## src/rtl/pmem_dec_pkg.sv

```systemverilog
package pmem_dec_pkg;

  // Extra shift applied on top of the smallest bank size for each size code.
  function automatic int unsigned size_extra_shift(input logic [2:0] code);
    case (code)
      3'b100:  return 2;
      3'b101:  return 3;
      3'b110:  return 4;
      3'b111:  return 5;
      default: return 0; // 000 and reserved 001/010/011
    endcase
  endfunction

  typedef struct packed {
    logic code_rd;
    logic code_wr;
    logic data_rd;
    logic data_wr;
  } req_kind_t;

  function automatic req_kind_t classify(input logic is_data,
                                         input logic rd,
                                         input logic wr);
    req_kind_t k;
    k.code_rd = !is_data && rd && !wr;
    k.code_wr = !is_data && wr && !rd;
    k.data_rd =  is_data && rd && !wr;
    k.data_wr =  is_data && wr && !rd;
    return k;
  endfunction

endpackage

```

## src/rtl/pmem_bank_match.sv

```systemverilog
module pmem_bank_match #(
  parameter int ADDR_W     = 22,
  parameter int NUM_CE     = 4,
  parameter int BASE_SHIFT = 15,
  localparam int IDX_W     = (NUM_CE > 1) ? $clog2(NUM_CE) : 1
) (
  input  logic [ADDR_W-1:0] addr,
  input  logic [2:0]        size_code,
  output logic              hit,
  output logic [IDX_W-1:0]  idx
);
  import pmem_dec_pkg::*;

  int unsigned           shamt;
  logic [ADDR_W-1:0]     upper;

  always_comb begin
    shamt = BASE_SHIFT + size_extra_shift(size_code);
    upper = addr >> shamt;
    hit   = (upper < ADDR_W'(NUM_CE));
    idx   = upper[IDX_W-1:0];
  end

endmodule

```

## src/rtl/pmem_ce_route.sv

```systemverilog
module pmem_ce_route #(
  parameter int NUM_CE  = 4,
  localparam int IDX_W  = (NUM_CE > 1) ? $clog2(NUM_CE) : 1
) (
  input  pmem_dec_pkg::req_kind_t kind,
  input  logic                    hit,
  input  logic [IDX_W-1:0]        idx,
  input  logic [NUM_CE-1:0]       comb_mask,
  output logic [NUM_CE-1:0]       ce_on,
  output logic                    pstrb_on,
  output logic                    drd_on,
  output logic                    dwr_on
);
  logic in_combined;
  logic data_any;

  assign data_any = kind.data_rd || kind.data_wr;

  for (genvar n = 0; n < NUM_CE; n++) begin : g_bank
    logic sel;
    assign sel      = hit && (idx == IDX_W'(n));
    assign ce_on[n] = sel && (kind.code_rd || (data_any && comb_mask[n]));
  end

  assign in_combined = hit && comb_mask[idx];

  always_comb begin
    pstrb_on = (kind.code_rd && hit) || (kind.data_rd && in_combined);
    drd_on   = kind.data_rd && !in_combined;
    dwr_on   = kind.data_wr;
  end

  // the combinational enable vector never selects two banks
  always_comb begin
    a_r11_single_bank: assert ($onehot0(ce_on));
  end

endmodule

```

## src/rtl/pmem_bank_decoder.sv

```systemverilog
module pmem_bank_decoder #(
  parameter int ADDR_W     = 22,
  parameter int NUM_CE     = 4,
  parameter int BASE_SHIFT = 15,
  localparam int IDX_W     = (NUM_CE > 1) ? $clog2(NUM_CE) : 1
) (
  input  logic              clk,
  input  logic              rst_n,
  input  logic              cfg_we,
  input  logic [2:0]        cfg_size,
  input  logic [NUM_CE-1:0] cfg_mask,
  input  logic [ADDR_W-1:0] addr,
  input  logic              acc_data,
  input  logic              rd_req,
  input  logic              wr_req,
  output logic [NUM_CE-1:0] ce_n,
  output logic              pstrb_n,
  output logic              drd_n,
  output logic              dwr_n
);
  import pmem_dec_pkg::*;

  localparam logic [2:0] SIZE_RST = 3'b111;

  logic [2:0]        size_q;
  logic [NUM_CE-1:0] mask_q;
  req_kind_t         kind;
  logic              hit;
  logic [IDX_W-1:0]  idx;
  logic [NUM_CE-1:0] ce_on;
  logic              pstrb_on, drd_on, dwr_on;

  // Configuration register
  always_ff @(posedge clk or negedge rst_n) begin
    if (!rst_n) begin
      size_q <= SIZE_RST;
      mask_q <= '0;
    end else if (cfg_we) begin
      size_q <= cfg_size;
      mask_q <= cfg_mask;
    end
  end

  assign kind = classify(acc_data, rd_req, wr_req);

  pmem_bank_match #(
    .ADDR_W(ADDR_W), .NUM_CE(NUM_CE), .BASE_SHIFT(BASE_SHIFT)
  ) u_match (
    .addr(addr), .size_code(size_q), .hit(hit), .idx(idx)
  );

  pmem_ce_route #(.NUM_CE(NUM_CE)) u_route (
    .kind(kind), .hit(hit), .idx(idx), .comb_mask(mask_q),
    .ce_on(ce_on), .pstrb_on(pstrb_on), .drd_on(drd_on), .dwr_on(dwr_on)
  );

  // Output register
  always_ff @(posedge clk or negedge rst_n) begin
    if (!rst_n) begin
      ce_n    <= '1;
      pstrb_n <= 1'b1;
      drd_n   <= 1'b1;
      dwr_n   <= 1'b1;
    end else begin
      ce_n    <= ~ce_on;
      pstrb_n <= ~pstrb_on;
      drd_n   <= ~drd_on;
      dwr_n   <= ~dwr_on;
    end
  end

  // one enable at most, and an active enable carries exactly one strobe
  a_r11_onehot_ce: assert property (@(posedge clk) disable iff (!rst_n)
    $onehot0(~ce_n));
  a_r11_ce_has_strobe: assert property (@(posedge clk) disable iff (!rst_n)
    (ce_n != '1) |-> ($countones({pstrb_n, drd_n, dwr_n}) == 2));
  // a request with both or neither of read/write produces nothing
  a_r10_idle: assert property (@(posedge clk) disable iff (!rst_n)
    (rd_req == wr_req) |=> (ce_n == '1 && pstrb_n && drd_n && dwr_n));
  // a code-type write never reaches the pins
  a_r7_code_write: assert property (@(posedge clk) disable iff (!rst_n)
    (!acc_data && wr_req && !rd_req) |=> (ce_n == '1 && pstrb_n && dwr_n));
  // data read strobe never accompanies an active program enable
  a_r8_no_drd_with_ce: assert property (@(posedge clk) disable iff (!rst_n)
    (ce_n != '1) |-> drd_n);
  // with the largest banks every code read lands on a bank
  a_r6_full_cover: assert property (@(posedge clk) disable iff (!rst_n)
    (size_q == 3'b111 && !cfg_we && !acc_data && rd_req && !wr_req)
      |=> (!pstrb_n && ce_n != '1));

endmodule

```

## config.mk

```make
export PLATFORM = sky130hd
export DESIGN_NAME = pmem_bank_decoder
export DESIGN_NICKNAME = d
export VERILOG_FILES = /design/src/rtl/pmem_dec_pkg.sv /design/src/rtl/pmem_bank_match.sv /design/src/rtl/pmem_ce_route.sv /design/src/rtl/pmem_bank_decoder.sv
export SDC_FILE = /design/constraint.sdc
export NUM_CORES = 1
export LEC_CHECK = 0
export BUFFER_PORTS_ARGS = -buffer_cell sky130_fd_sc_hd__clkbuf_2
export CAP_MARGIN = 20
export CORE_MARGIN = 2
export CORE_UTILIZATION = 40
export CTS_BUF_LIST = sky130_fd_sc_hd__clkbuf_8
export DETAILED_ROUTE_END_ITERATION = 8
export PLACE_DENSITY = 0.77
export SKIP_LAST_GASP = 1
export SLEW_MARGIN = 40
export SYNTH_ARGS = -nofsm -noshare
export SYNTH_HDL_FRONTEND = slang
export SYNTH_SLANG_ARGS = --single-unit
```

## constraint.sdc

```tcl
create_clock -name clk -period 1.6 [get_ports clk]
set_input_delay 0.08 -clock clk [delete_from_list [all_inputs] [get_ports clk]]
set_output_delay 0.08 -clock clk [all_outputs]
set_load 0.05 [all_outputs]
```

# Word-level counts from Yosys, hierarchy flattened

Index checks and enable logic that the tools add are counted.

Flip-flop bits (word level): 14
Input bits: 35
Output and inout bits: 7
Logic and storage cells: 57

$add $sub $neg: 1
Order comparisons: 2
Eq/ne operators: 7
Shift operators: 1
Muxes and demuxes: 3
Bitwise gates (word level): 4
Reductions and logical operators: 33

Operator list:

| cell                                                                          | number |
|---|---|
| 22-bit by 32-bit right shift with 22-bit output                               | 1 |
| 1-bit logical AND                                                             | 22 |
| 22-bit by 3-bit less-than comparator with 1-bit output, second input constant | 1 |
| 3-bit equality test, second input constant                                    | 4 |
| 3-bit case mux with 4 select lines                                            | 1 |
| 1-bit logical OR                                                              | 6 |
| 4-bit by 3-bit adder with 5-bit output, first input constant                  | 1 |
| 2-bit equality test, second input constant                                    | 2 |
| 1-bit zero test                                                               | 4 |
| 4-bit inverter                                                                | 1 |
| 2-bit by 3-bit less-than comparator with 1-bit output, second input constant  | 1 |
| 1-bit inverter                                                                | 3 |
| 1-bit binary-select mux with 2-bit select                                     | 1 |
| 2-bit by 1-bit equality test with 1-bit output, second input constant         | 1 |
| 2-bit zero test                                                               | 1 |
| 1-bit 2-to-1 mux                                                              | 1 |

# Depth between registers and ports, before layout

Depth after elaboration: 10
Mapped depth: 6
Gate-level depth less buffers: 5

# By module

A second synthesis with hierarchy kept.

Cells, all modules: 135
Area total of the unflattened synthesis: 1333.8 sq um

Modules (own cells, without submodules):

| module            | times used | cells an instance | area each (sq um) |
|---|---|---|---|
| pmem_bank_match   | 1          | 81                | 661.9 |
| pmem_bank_decoder | 1          | 33                | 538.0 |
| pmem_ce_route     | 1          | 21                | 133.9 |

# Worst setup path after synthesis

No wires, ideal clock.

Kind: register to register
Start point: register size_q[0]
End point: register pstrb_n
Library setup time: 84 ps
Arrival time: 1586 ps
Data required time: 1516 ps
Setup slack: -70 ps
Stages on the path, launching flop included: 7
Buffers on the path: 1
Path through: dfstp_2 buf_6 mux2i_1 a221oi_4 mux2i_1 mux2i_1 o2111ai_1

Word-level cells in the longest chain between the ends: 10

Ends and longest elaborated chain:

| item                                                                                                           | RTL line                | source |
|---|---|---|
| start, declared                                                                                                | pmem_bank_decoder.sv:25 | `logic [2:0] size_q;` |
| start signal, assigned                                                                                         | pmem_bank_decoder.sv:39 | `size_q <= cfg_size;` |
| 3-bit equality test                                                                                            | pmem_dec_pkg.sv:5       | `case (code)` |
| 3-bit case mux with 4 select lines (*)                                                                         | pmem_dec_pkg.sv:5       |  |
| 4-bit by 3-bit adder with 5-bit output (*)                                                                     | pmem_bank_match.sv:18   | `shamt = BASE_SHIFT + size_extra_shift(size_code);` |
| 22-bit by 32-bit right shift with 22-bit output (*)                                                            | pmem_bank_match.sv:19   | `upper = addr >> shamt;` |
| parallel branches: the longest is 4 deep, another holds 22-bit by 3-bit less-than comparator with 1-bit output | -                       |  |
| 1-bit logical OR (*)                                                                                           | pmem_ce_route.sv:28     | `pstrb_on = (kind.code_rd && hit) \|\| (kind.data_rd && in_combined);` |
| 1-bit inverter (*)                                                                                             | pmem_bank_decoder.sv:66 | `pstrb_n <= ~pstrb_on;` |
| end signal, assigned                                                                                           | pmem_bank_decoder.sv:66 |  |
| end, declared                                                                                                  | pmem_bank_decoder.sv:17 | `output logic pstrb_n,` |

Every way passes the cells marked *. The select of a mux whose other input is x is not followed.
A chain may end at the register's enable or synchronous reset.

# Final worst setup path

Start point: register size_q[1]
End point: register pstrb_n

The elaborated chain is that of the path after synthesis.

==> results_dict.tcl <==
set metrics [dict create \
    max-clock-path-buffers 2 \
    ys_ff_latch 14 \
    drtIter0Drc 7 \
    final_cell_mix "clkbuf_2 (26), dfstp_2 (10), buf_4 (10), mux2_2 (7)" \
    grt_overflow 0 \
    seq_area_frac_synth 0.491 \
    crit_slowest_cell "dfstp_2" \
    power.share.combinational 0.288 \
    clk_pin_slew_ns 0.05 \
    syn-instance-count 63 \
    criticalPathCategory "flop to flop" \
    powerDensity_nw_per_um2 883 \
    io_pins 42 \
    path_buf_inv 0 \
    cp_top_family "compound AO/OA/AOI/OAI gates" \
    worstReg2RegStart "size_q[1]" \
    synth_top_area_frac 0.355 \
    synth.largest_area_cell "dfstp_2" \
    violations "negative setup slack" \
    status "complete, but fails checks" \
    r2r_cells 5 \
    gp_congestion 0.725 \
    htreeDepth 1 \
    clkPwrFrac 0.289 \
    synth-async-reset-ratio 1.00 \
    ant_nets 0 \
    netlist_area_sq_um 739 \
    n_antenna_cell 0 \
    coreArea_sq_um 1730 \
    end_kind "flop" \
    drive_above_1_share 0.676 \
    placed_cells 120 \
    p_seq_frac 0.423 \
    start_util 0.428 \
    place_area_sq_um 950 \
    drtPass1Iterations 4 \
    rsz0062_at_grt "true" \
    vias 631 \
    p_sw_uw 259 \
    rows 15 \
    slew_headroom 0.754 \
    min_path_type "input pin to flop" \
    whs_path_depth 2 \
    max-cap-violations 0 \
    yosysUniqueCellTypes 24 \
    p_int_uw 708 \
    grt_pass1_wl_microns 2490 \
    port_buffers 26 \
    clock_skew_ns 0.00614 \
    viasPerCell 4.85 \
    final_cells 130 \
    cts-buffers-inserted 3 \
    syn-mean-instance-area_sq_um 11.7 \
    final_nets 141 \
    leakage_nw 0.509 \
    worstHoldEndpoint "pstrb_n" \
    setup-violations-final 6 \
    ys_top_cells_by_area "dfstp_2 (36%), dfrtp_1 (14%), mux2_2 (12%)" \
    clock.fmax_mhz 539 \
    grt_max_degree 15 \
    cp_cell_sequence "and2b_4, a221oi_4, mux2i_1, mux2i_1, o2111ai_1" \
    startpoint_type "flop" \
    synth_edf_count 0 \
    r2r-end "pstrb_n" \
    detail_route.wl_per_cell_microns 12.6 \
    crit_fanout 5 \
    hold_start "rd_req" \
    grt_usage 0.170 \
    final_common_cell "clkbuf_2" \
    clk_latency_ns 0.24 \
    slew_viol_final 0 \
    arrival_ns 2.01 \
    antenna_found_initial 0 \
    drc 0 \
    syn_to_final_growth_pct 48.2 \
    hold_viol_final 0 \
    reg2reg_slack_ns -0.25 \
    critPathMaxStageDelay_ns 0.52 \
    postRouteWirelength_microns 1640 \
    clkSinkCount 14 \
    critPathRequiredTime_ns 1.75 \
    worst_slack_ns -0.254 \
    syn_nets 98 \
    post-route-min-period_ns 1.85 \
    die_h_microns 47.0 \
    tritoncts "built" \
    die-area_sq_um 2210 \
    clockRootBuffer "clkbuf_8" \
    fin_area_sq_um 1100 \
    yosys_warnings 0 \
    peakVddDrop_v 0.000614 \
    dieWidth_microns 47.0 \
    tightest_slew_ns 0.369 \
    sw_frac_of_total 0.268 \
    grt_pass1_vias 606 \
    synth-main-ff-cell "dfstp_2" \
    dp_hpwl_microns 1200 \
    cpMostUsedCell "mux2i_1" \
    fin_crit_sh 1.16 \
]
## layout make-up
class	count	area (sq um)
Fill cell	144	631
Multi-Input combinational cell	44	397
Sequential cell	14	363
Timing Repair Buffer	40	249
Clock buffer	3	41.3
Tap cell	25	31.3
Inverter	3	11.3
Clock inverter	1	3.75
## flip-flops by register name, indices dropped and copies added, names as in the netlist
signal,flops
pstrb_n,1
drd_n,1
ce_n,4
dwr_n,1
mask_q,4
size_q,3
## repair_timing
item	4_1_cts	5_1_grt
pin swaps	4	4
setup buffers	3	2
resized for setup	8	4
hold buffers	1	0
endpoints found under the setup margin	6	6
hold endpoints to repair	4	0
## synthesized netlist by cell type (2+ instances only)
| master | count |
|---|---|
| a21oi_1 | 4 |
| dfrtp_1 | 4 |
| dfstp_2 | 10 |
| inv_1 | 3 |
| mux2_2 | 8 |
| mux2i_1 | 6 |
| nand2_1 | 5 |
| nor2_1 | 4 |
| or3_1 | 3 |
| or3b_1 | 2 |
## worst reg2reg max path, cell delays in order (launching register included)
cell and delay [ns]:
dfstp_2 0.52, and2b_4 0.19, a221oi_4 0.41, mux2i_1 0.32
mux2i_1 0.12, o2111ai_1 0.20
## per-stage QoR
step	util	setup TNS (ns)	total power [mW]	worst slack, ns	hold slack [ns]
after detailed placement	0.550	-0.509	0.634	-0.196	-0.00472
after floorplan	-	-0.0688	0.545	-0.0688	-0.216
after global placement	0.550	-0.228	0.624	-0.0863	-0.0141
final	0.635	-0.861	0.968	-0.254	0.0576
after global routing	0.635	-1.18	1.02	-0.302	0.0654
after CTS	0.614	-0.612	0.952	-0.208	0.0459
## worst max-delay path by stage
stage                     cells past startpoint  endpoint  startpoint  slack (ns)
after CTS                                     5   pstrb_n   size_q[1]       -0.21
final                                         5   pstrb_n   size_q[1]       -0.25
after global placement                        5   pstrb_n   size_q[0]       -0.09
after global routing                          5   pstrb_n   size_q[1]       -0.30
after detailed placement                      5   pstrb_n   size_q[0]       -0.20
after floorplan                               5   pstrb_n   size_q[1]       -0.07
## power by group through the flow
stage          Sequential [mW]  Clock, mW  Combinational (mW)
3_3_place_gp             0.411          0               0.213
3_5_place_dp             0.413          0               0.221
6_report                 0.409      0.280               0.278
4_1_cts                  0.408      0.291               0.254
5_1_grt                  0.413      0.310               0.297
2_1_floorplan            0.425          0               0.120
## metal layers
layer	vias to the layer above	wire, microns	global-route usage
met5	-	0	0
li1	309	-	-
met1	292	661	0.190
met4	0	20	0.0667
met3	2	111	0.0808
met2	28	843	0.282
## kinds of logic (layout without fill, tap and decap cells)
group / count (synthesis) / count (layout) / share of synthesized area
simple gates: 19 / 19 / 0.142
mux: 14 / 14 / 0.203
flops: 14 / 14 / 0.491
compound gates: 11 / 11 / 0.129
buf+inv: 5 / 47 / 0.0355
(Power assumes the default switching activity.)
